==> config.mk <==
export PLATFORM = sky130hd
export DESIGN_NAME = flash_cmd_frontend
export DESIGN_NICKNAME = d
export VERILOG_FILES = /design/src/rtl/fcf_pkg.sv /design/src/rtl/fcf_pin_sync.sv /design/src/rtl/fcf_op_decode.sv /design/src/rtl/flash_cmd_frontend.sv
export SDC_FILE = /design/constraint.sdc
export NUM_CORES = 1
export LEC_CHECK = 0
export ABC_AREA = 1
export BUFFER_PORTS_ARGS = -buffer_cell sky130_fd_sc_hd__buf_2
export CORE_ASPECT_RATIO = 1.4
export CORE_MARGIN = 2
export CORE_UTILIZATION = 54
export DETAILED_ROUTE_END_ITERATION = 10
export PLACE_DENSITY = 0.83
export REMOVE_ABC_BUFFERS = 1
export SETUP_SLACK_MARGIN = 0.3
export SYNTH_ARGS = -nofsm -noshare
export SYNTH_HDL_FRONTEND = slang
export SYNTH_SLANG_ARGS = --single-unit
==> constraint.sdc <==
create_clock -name clk -period 2.6 [get_ports clk]
set_input_delay 0.39 -clock clk [delete_from_list [all_inputs] [get_ports clk]]
set_output_delay 0.39 -clock clk [all_outputs]
set_load 0.01 [all_outputs]
==> src/rtl/fcf_pkg.sv <==
package fcf_pkg;

    typedef enum logic [2:0] {
        K_NONE       = 3'd0,
        K_PAGE_PROG  = 3'd1,
        K_SECT_ERASE = 3'd2,
        K_BLK_ERASE  = 3'd3,
        K_CHIP_ERASE = 3'd4,
        K_WR_STATUS  = 3'd5,
        K_SEC_ERASE  = 3'd6,
        K_SEC_PROG   = 3'd7
    } cmd_kind_e;

    localparam logic [7:0] OP_WREN     = 8'h06;
    localparam logic [7:0] OP_VSR_WEN  = 8'h50;
    localparam logic [7:0] OP_WRSR     = 8'h01;
    localparam logic [7:0] OP_PP       = 8'h02;
    localparam logic [7:0] OP_SE       = 8'h20;
    localparam logic [7:0] OP_BE       = 8'hD8;
    localparam logic [7:0] OP_CE       = 8'hC7;
    localparam logic [7:0] OP_SEC_ER   = 8'h44;
    localparam logic [7:0] OP_SEC_PR   = 8'h42;
    localparam logic [7:0] OP_JID      = 8'h9F;
    localparam logic [7:0] OP_MID      = 8'h90;
    localparam logic [7:0] OP_DID      = 8'hAB;
    localparam logic [7:0] OP_UID      = 8'h4B;

endpackage

==> src/rtl/fcf_pin_sync.sv <==
module fcf_pin_sync #(
    parameter int STAGES = 2
) (
    input  logic clk,
    input  logic rst_n,
    input  logic cs_n_i,
    input  logic sck_i,
    input  logic mosi_i,
    output logic cs_low,
    output logic cs_fall,
    output logic cs_rise,
    output logic sck_rise,
    output logic sck_fall,
    output logic mosi
);
    localparam int W = STAGES + 1;

    logic [W-1:0] cs_q, sck_q, mosi_q;

    always_ff @(posedge clk or negedge rst_n) begin
        if (!rst_n) begin
            cs_q   <= '1;
            sck_q  <= '0;
            mosi_q <= '0;
        end else begin
            cs_q   <= {cs_q[W-2:0], cs_n_i};
            sck_q  <= {sck_q[W-2:0], sck_i};
            mosi_q <= {mosi_q[W-2:0], mosi_i};
        end
    end

    assign cs_low   = ~cs_q[W-2];
    assign cs_fall  = ~cs_q[W-2] &  cs_q[W-1];
    assign cs_rise  =  cs_q[W-2] & ~cs_q[W-1];
    assign sck_rise =  sck_q[W-2] & ~sck_q[W-1];
    assign sck_fall = ~sck_q[W-2] &  sck_q[W-1];
    assign mosi     =  mosi_q[W-2] & ~mosi_q[W-1] | mosi_q[W-2] & mosi_q[W-1];

endmodule

==> src/rtl/fcf_op_decode.sv <==
module fcf_op_decode
    import fcf_pkg::*;
(
    input  logic [7:0]  op,
    output cmd_kind_e   kind,
    output logic [3:0]  need_bytes,
    output logic        need_exact,
    output logic        is_wren,
    output logic        is_vsr,
    output logic        is_id,
    output logic [2:0]  id_prefix,
    output logic [3:0]  id_len
);
    always_comb begin
        kind       = K_NONE;
        need_bytes = 4'd0;
        need_exact = 1'b0;
        is_wren    = (op == OP_WREN);
        is_vsr     = (op == OP_VSR_WEN);
        is_id      = 1'b0;
        id_prefix  = 3'd0;
        id_len     = 4'd1;
        case (op)
            OP_PP:     begin kind = K_PAGE_PROG;  need_bytes = 4'd5; end
            OP_SE:     begin kind = K_SECT_ERASE; need_bytes = 4'd4; end
            OP_BE:     begin kind = K_BLK_ERASE;  need_bytes = 4'd4; end
            OP_CE:     begin kind = K_CHIP_ERASE; need_bytes = 4'd1; need_exact = 1'b1; end
            OP_WRSR:   begin kind = K_WR_STATUS;  need_bytes = 4'd2; end
            OP_SEC_ER: begin kind = K_SEC_ERASE;  need_bytes = 4'd4; end
            OP_SEC_PR: begin kind = K_SEC_PROG;   need_bytes = 4'd5; end
            OP_JID:    begin is_id = 1'b1; id_prefix = 3'd0; id_len = 4'd3; end
            OP_MID:    begin is_id = 1'b1; id_prefix = 3'd3; id_len = 4'd2; end
            OP_DID:    begin is_id = 1'b1; id_prefix = 3'd3; id_len = 4'd1; end
            OP_UID:    begin is_id = 1'b1; id_prefix = 3'd4; id_len = 4'd8; end
            default:   ;
        endcase
    end

endmodule

==> src/rtl/flash_cmd_frontend.sv <==
module flash_cmd_frontend
    import fcf_pkg::*;
#(
    parameter int          SYNC_STAGES = 2,
    parameter int          CNT_W       = 8,
    parameter logic [7:0]  MFR_ID      = 8'h5E,
    parameter logic [7:0]  MEM_TYPE    = 8'h40,
    parameter logic [7:0]  CAPACITY    = 8'h14,
    parameter logic [7:0]  DEV_ID      = 8'h13,
    parameter logic [63:0] UNIQUE_ID   = 64'h0123_4567_89AB_CDEF
) (
    input  logic        clk,
    input  logic        rst_n,
    input  logic        spi_cs_n,
    input  logic        spi_sck,
    input  logic        spi_mosi,
    output logic        spi_miso,
    output logic        spi_miso_oe,
    output logic        wel,
    output logic        vsr_wen,
    output logic        cmd_stb,
    output logic [2:0]  cmd_kind,
    output logic        cmd_allowed,
    output logic [23:0] cmd_addr,
    output logic [1:0]  sec_sel
);
    localparam logic [CNT_W-1:0] CNT_MAX = '1;

    typedef struct packed {
        logic [2:0]       bit_ph;
        logic [CNT_W-1:0] byte_cnt;
        logic [7:0]       shreg;
        logic [7:0]       opcode;
        logic [23:0]      addr;
        logic [2:0]       out_bit;
        logic [2:0]       out_byte;
        logic             miso;
        logic             oe;
        logic             wel;
        logic             vsr;
        logic             stb;
        cmd_kind_e        kind;
        logic             allowed;
        logic [23:0]      addr_o;
        logic [1:0]       sec;
    } fe_state_t;

    fe_state_t st_d, st_q;

    logic cs_low, cs_fall, cs_rise, sck_rise, sck_fall, mosi_s;

    fcf_pin_sync #(.STAGES(SYNC_STAGES)) u_sync (
        .clk     (clk),
        .rst_n   (rst_n),
        .cs_n_i  (spi_cs_n),
        .sck_i   (spi_sck),
        .mosi_i  (spi_mosi),
        .cs_low  (cs_low),
        .cs_fall (cs_fall),
        .cs_rise (cs_rise),
        .sck_rise(sck_rise),
        .sck_fall(sck_fall),
        .mosi    (mosi_s)
    );

    cmd_kind_e  dec_kind;
    logic [3:0] dec_need;
    logic       dec_exact, dec_wren, dec_vsr, dec_id;
    logic [2:0] dec_pre;
    logic [3:0] dec_len;

    fcf_op_decode u_dec (
        .op        (st_q.opcode),
        .kind      (dec_kind),
        .need_bytes(dec_need),
        .need_exact(dec_exact),
        .is_wren   (dec_wren),
        .is_vsr    (dec_vsr),
        .is_id     (dec_id),
        .id_prefix (dec_pre),
        .id_len    (dec_len)
    );

    // security register page decode from the captured address
    logic [1:0] sec_page;
    always_comb begin
        sec_page = 2'd0;
        if (st_q.addr[23:16] == 8'h00) begin
            case (st_q.addr[15:8])
                8'h10:   sec_page = 2'd1;
                8'h20:   sec_page = 2'd2;
                8'h30:   sec_page = 2'd3;
                default: sec_page = 2'd0;
            endcase
        end
    end

    // ID byte at the current output position
    logic [63:0] uid_sh;
    logic [7:0]  id_byte;
    always_comb begin
        uid_sh = UNIQUE_ID >> {(3'd7 - st_q.out_byte), 3'b000};
        case (st_q.opcode)
            OP_JID:  id_byte = (st_q.out_byte == 3'd0) ? MFR_ID :
                               (st_q.out_byte == 3'd1) ? MEM_TYPE : CAPACITY;
            OP_MID:  id_byte = (st_q.out_byte == 3'd0) ? MFR_ID : DEV_ID;
            OP_DID:  id_byte = DEV_ID;
            default: id_byte = uid_sh[7:0];
        endcase
    end

    logic is_sec_kind, complete, gate_ok;
    always_comb begin
        is_sec_kind = (dec_kind == K_SEC_ERASE) || (dec_kind == K_SEC_PROG);
        complete    = (st_q.bit_ph == 3'd0) && (dec_kind != K_NONE) &&
                      (dec_exact ? (st_q.byte_cnt == CNT_W'(dec_need))
                                 : (st_q.byte_cnt >= CNT_W'(dec_need)));
        if (dec_kind == K_WR_STATUS)
            gate_ok = st_q.wel | st_q.vsr;
        else if (is_sec_kind)
            gate_ok = st_q.wel && (sec_page != 2'd0);
        else
            gate_ok = st_q.wel;
    end

    always_comb begin
        st_d     = st_q;
        st_d.stb = 1'b0;
        if (cs_fall) begin
            st_d.bit_ph   = 3'd0;
            st_d.byte_cnt = '0;
            st_d.opcode   = 8'h00;
            st_d.addr     = 24'h0;
            st_d.out_bit  = 3'd0;
            st_d.out_byte = 3'd0;
            st_d.oe       = 1'b0;
        end else if (cs_rise) begin
            if (st_q.bit_ph == 3'd0 && st_q.byte_cnt == CNT_W'(1)) begin
                if (dec_wren) st_d.wel = 1'b1;
                if (dec_vsr)  st_d.vsr = 1'b1;
            end
            if (complete) begin
                st_d.stb     = 1'b1;
                st_d.kind    = dec_kind;
                st_d.allowed = gate_ok;
                st_d.addr_o  = st_q.addr;
                st_d.sec     = is_sec_kind ? sec_page : 2'd0;
                if (gate_ok) begin
                    st_d.wel = 1'b0;
                    if (dec_kind == K_WR_STATUS) st_d.vsr = 1'b0;
                end
            end
        end else if (cs_low) begin
            if (sck_rise) begin
                st_d.shreg  = {st_q.shreg[6:0], mosi_s};
                st_d.bit_ph = st_q.bit_ph + 3'd1;
                if (st_q.byte_cnt >= CNT_W'(1) && st_q.byte_cnt <= CNT_W'(3))
                    st_d.addr = {st_q.addr[22:0], mosi_s};
                if (st_q.bit_ph == 3'd7) begin
                    if (st_q.byte_cnt != CNT_MAX)
                        st_d.byte_cnt = st_q.byte_cnt + 1'b1;
                    if (st_q.byte_cnt == '0)
                        st_d.opcode = {st_q.shreg[6:0], mosi_s};
                end
            end
            if (sck_fall && dec_id && st_q.byte_cnt >= CNT_W'(dec_pre) + CNT_W'(1)) begin
                st_d.oe      = 1'b1;
                st_d.miso    = id_byte[3'd7 - st_q.out_bit];
                st_d.out_bit = st_q.out_bit + 3'd1;
                if (st_q.out_bit == 3'd7)
                    st_d.out_byte = ({1'b0, st_q.out_byte} == dec_len - 4'd1)
                                    ? 3'd0 : st_q.out_byte + 3'd1;
            end
        end
        if (!cs_low) st_d.oe = 1'b0;
    end

    always_ff @(posedge clk or negedge rst_n) begin
        if (!rst_n) begin
            st_q      <= '0;
            st_q.kind <= K_NONE;
        end else begin
            st_q <= st_d;
        end
    end

    assign spi_miso    = st_q.miso;
    assign spi_miso_oe = st_q.oe;
    assign wel         = st_q.wel;
    assign vsr_wen     = st_q.vsr;
    assign cmd_stb     = st_q.stb;
    assign cmd_kind    = st_q.kind;
    assign cmd_allowed = st_q.allowed;
    assign cmd_addr    = st_q.addr_o;
    assign sec_sel     = st_q.sec;

    // data out released whenever chip select is seen high
    a_r12_oe_cs_high: assert property (@(posedge clk) disable iff (!rst_n)
        !cs_low |=> !spi_miso_oe);

    // output drive starts only on a falling serial clock edge
    a_r2_oe_on_fall: assert property (@(posedge clk) disable iff (!rst_n)
        $rose(spi_miso_oe) |-> $past(sck_fall));

    // latch can only be set at a chip-select rise
    a_r3_wel_set_at_cs: assert property (@(posedge clk) disable iff (!rst_n)
        $rose(wel) |-> $past(cs_rise));

    // an allowed gated command leaves the latch cleared
    a_r6_wel_cleared: assert property (@(posedge clk) disable iff (!rst_n)
        (cmd_stb && cmd_allowed) |-> !wel);

    // strobe lasts one cycle and always carries a kind
    a_r5_stb_pulse: assert property (@(posedge clk) disable iff (!rst_n)
        cmd_stb |=> !cmd_stb);
    a_r5_stb_kind: assert property (@(posedge clk) disable iff (!rst_n)
        cmd_stb |-> (cmd_kind != 3'd0));

    // allowed security commands always name a register
    a_r11_sec_named: assert property (@(posedge clk) disable iff (!rst_n)
        (cmd_stb && cmd_allowed && (cmd_kind == 3'd6 || cmd_kind == 3'd7)) |-> (sec_sel != 2'd0));

endmodule

==> impl_results.md <==
- R2R setup slack: -0.21 ns
- Seq/Total Area, Yosys: 0.483
- Slowest Stage Delay on Critical Path: 0.46 ns
- Max-Cap Viols: 0
- R2R Path End: cmd_addr[6]$_DFFE_PN0P_
- DRC viols: 0
- First-pass GRT wire length: 21100 um
- Max-slew headroom: 0.632
- Worst Tran Pin Value: 0.550 ns
- XOR/XNOR Fraction of Synth Area: 0.00512
- Synth async-reset ratio: 1.00
- P_int: 2.47 mW
- Simple-Gate Fraction of Synth Area: 0.269
- Final Slew Violations: 0
- Commonest non-fill, non-tap cell in the layout: nand2_1
- Post-Syn Area: 5130 um^2
- Area Growth Syn to Fin: 29.2%
- GRT overflow: 0
- Final hold vios: 2
- Clk_skew: 0.0124 ns
- Area of the multi-input gates: 2470 um^2
- Largest net degree at the start of global routing: 43
- Die height: 119 um
- Critical Path, Cell by Cell: nor2_4 > nand2_2 > or2_1 > nand2_2 > inv_2 > nand3_2 > nor2_2 > ha_1 > nand2_1 > inv_2 > o21ai_2 > nand3_1 > nand2_1 > a21oi_2 > nand3_4 > buf_6 > buf_8 > clkinv_8 > nand2_1 > nand2_1
- Initial antenna violation count: 0
- Cell area after layout: 6630 um^2
- Synth Register Bits: 99
- Post-synthesis mux area share: 0
- PortBufs: 39
- Placed cells: 760
- Main synth FF type: dfrtp_1
- Routed Antenna Nets: 0
- Gpl congestion: 0.912
- Vias in the first global route: 4570
- Setup crit start kind: flip-flop
- CTS tree: done
- Hpwl dp: 7980 um
- Row Count: 42
- Total CTS buffers: 9
- Lkg Pwr: 3.41 nW
- Switching Share: 0.254
- Post-DP Area: 5320 um^2
- Post-synth cell types: 33
- Total Routing Usage GR: 0.262
- Worst path most repeated cell: nand2_1
- Mean post-synth cell area: 8.01 um^2
- Final Non-Filler Cells: 834
- RSZ-0062 raised after global routing: true
- DRT iter0 DRCs: 309
- Hold-fix buffers, CTS: 0
- Final setup fails: 35
- Synth Area in Compound Gates: 0.0799
- Clk Latency, worst-skew pair: 0.36 ns
- Layout cells sized above 1: 0.341
- Pwr/cell area: 500 nW/um^2
- Clock Path Buffers: 2
- Final Cycle Share: 1.08
- Average wire per standard cell: 17.3 um
- H-tree levels: 3
- Largest family of logic cells by synthesized area: simple AND/OR/NAND/NOR gates
- Failing checks: negative hold slack, negative setup slack
- FF/Latch Area: 2490 um^2
- Run status: complete, but fails checks
- Synthesized instance count: 641
- R2R cell count: 20
- Fillers: 635
- WS Path Type: reg -> reg
- Hold_ws: -0.000851 ns
- Clk slew on worst S/H paths: 0.08 ns
- Comb power frac: 0.088
- Psw: 0.843 mW
- Hold WC Path Type: in -> async
- CORE AREA: 9350 um^2
- Achievable Freq: 355 MHz
- # clock sinks: 99
- Required @ worst endpoint: 2.90 ns
- Clock root buffer: clkbuf_16
- Arrival @ worst endpoint: 3.11 ns
- Seq pwr share: 0.490
- Initial core utilization: 0.549
- Adder-cell share of the synthesized area: 0.0487
- Peak VDD IR: 0.000334 V
- Most frequent cells in the layout: 131 x nand2_1, 92 x dfrtp_1, 64 x nand3_1, 58 x inv_1, 54 x buf_4
- Slowest cell on crit path: dfrtp_2
- Tmin final: 2.81 ns
- Launching point of the worst reg2reg path: st_q[69]$_DFFE_PN0P_
- IO Count: 40
- Worst-path fanout max: 8
- Total Wirelength: 14400 um
- Drt first pass iters: 7
- Vias per cell: 5.71
- Die width: 86.4 um
- Die area: 10300 um^2
- Syn. warnings: 0
- CP endpoint kind: flip-flop
- Final WS setup: -0.215 ns
- Antenna fix cells: 0
- Clock power share: 0.422
- EDFF count, synth: 0
- Vias post-DR: 4761
- Fin nets: 744
==> cells by family (layout without fill, tap and decap cells) <==
group           Yosys count  after routing
fa+ha+maj                20             20
compound gates           76             76
flops                    99             99
buf+inv                 122            205
xor+xnor                  3              3
simple gates            321            321
==> routing by layer <==
layer / wire length (um) / GRT usage / vias up
li1: - / - / 2175
met1: 5050 / 0.283 / 2325
met2: 7870 / 0.461 / 196
met3: 689 / 0.0541 / 65
met4: 780 / 0.151 / 0
met5: 0 / 0 / -
==> area by class of cell <==
| type | count | share of cell area |
|---|---|---|
| repair buffers | 112 | 0.138 |
| well taps | 110 | 0.0207 |
| flip-flops and latches | 99 | 0.375 |
| inverters | 76 | 0.0460 |
| clock inverters | 6 | 0.0106 |
| multi-input cells | 420 | 0.372 |
| clock buffers | 10 | 0.0360 |
| repair inverters | 1 | 0.00245 |
==> through the flow <==
step / util / power, mW / TNS (ns) / setup slack [ns] / hold slack, ns
5_1_grt: 0.709 / 3.43 / -10.21 / -0.342 / 0.0334
3_3_place_gp: 0.568 / 1.87 / -0.141 / -0.0489 / 0.335
2_1_floorplan: - / 1.78 / -0.915 / -0.0654 / 0.0944
4_1_cts: 0.660 / 3.28 / 0 / 0.0146 / 0.0137
6_report: 0.709 / 3.31 / -5.10 / -0.215 / -0.000851
3_5_place_dp: 0.568 / 1.88 / -1.66 / -0.0717 / 0.335
==> state kept, by name (all words and copies together) (netlist names) <==
name           flops
st_q              56
cmd_addr          24
cmd_kind           3
u_sync.cs_q        3
u_sync.sck_q       3
sec_sel            2
u_sync.mosi_q      2
cmd_allowed        1
cmd_stb            1
spi_miso           1
spi_miso_oe        1
vsr_wen            1
wel                1
==> how the worst max path moves through the flow <==
| stage | depth (start not counted) | startpoint | to | slack (ns) |
|---|---|---|---|---|
| after floorplan | 18 | st_q[67]$_DFFE_PN0P_ | cmd_addr[0]$_DFFE_PN0P_ | -0.07 |
| after global placement | 17 | st_q[66]$_DFFE_PN0P_ | st_q[37]$_DFFE_PN0P_ | -0.05 |
| after detailed placement | 17 | st_q[68]$_DFFE_PN0P_ | st_q[37]$_DFFE_PN0P_ | -0.07 |
| after CTS | 20 | st_q[70]$_DFFE_PN0P_ | cmd_addr[6]$_DFFE_PN0P_ | 0.01 |
| after global routing | 20 | st_q[69]$_DFFE_PN0P_ | cmd_addr[6]$_DFFE_PN0P_ | -0.34 |
| final | 20 | st_q[69]$_DFFE_PN0P_ | cmd_addr[6]$_DFFE_PN0P_ | -0.21 |
==> worst max-delay path: cells and delay by family (launching register included) <==
kind	cells	cell delay (ns)
AOI/OAI and AO/OA	2	0.28
adders and majority gates	1	0.27
buffers and inverters	5	0.52
DFF	1	0.46
and+or+nand+nor	12	1.21
==> cell usage after synthesis (3+ instances only) <==
cell	number	share of area
nor2_2	3	0.0037
o21a_1	7	0.010
buf_4	30	0.044
dfstp_2	3	0.015
clkbuf_1	6	0.0044
nand4_1	9	0.011
nand3_1	72	0.070
xor2_1	3	0.0051
nor2_1	51	0.037
a21oi_1	9	0.0088
inv_2	7	0.0051
o21ai_1	16	0.016
nand2_1	172	0.13
nor3_1	4	0.0039
ha_1	20	0.049
buf_1	3	0.0022
o21ai_0	41	0.040
dfrtp_1	96	0.47
buf_2	6	0.0058
inv_1	68	0.050
nand2_2	3	0.0037
==> power by group through the flow <==
stage | sequential (mW) | combinational [mW] | clock [mW]
after global routing | 1.63 | 0.324 | 1.47
after detailed placement | 1.65 | 0.230 | 0
final | 1.63 | 0.291 | 1.40
after floorplan | 1.64 | 0.133 | 0
after CTS | 1.62 | 0.261 | 1.40
after global placement | 1.65 | 0.222 | 0
==> repair_timing <==
item	4_1_cts	5_1_grt
buffers inserted	37	16
gates cloned	4	1
endpoints found under the setup margin	41	41
resized for setup	56	93
pin swaps	13	30
(Power assumes the default switching activity.)
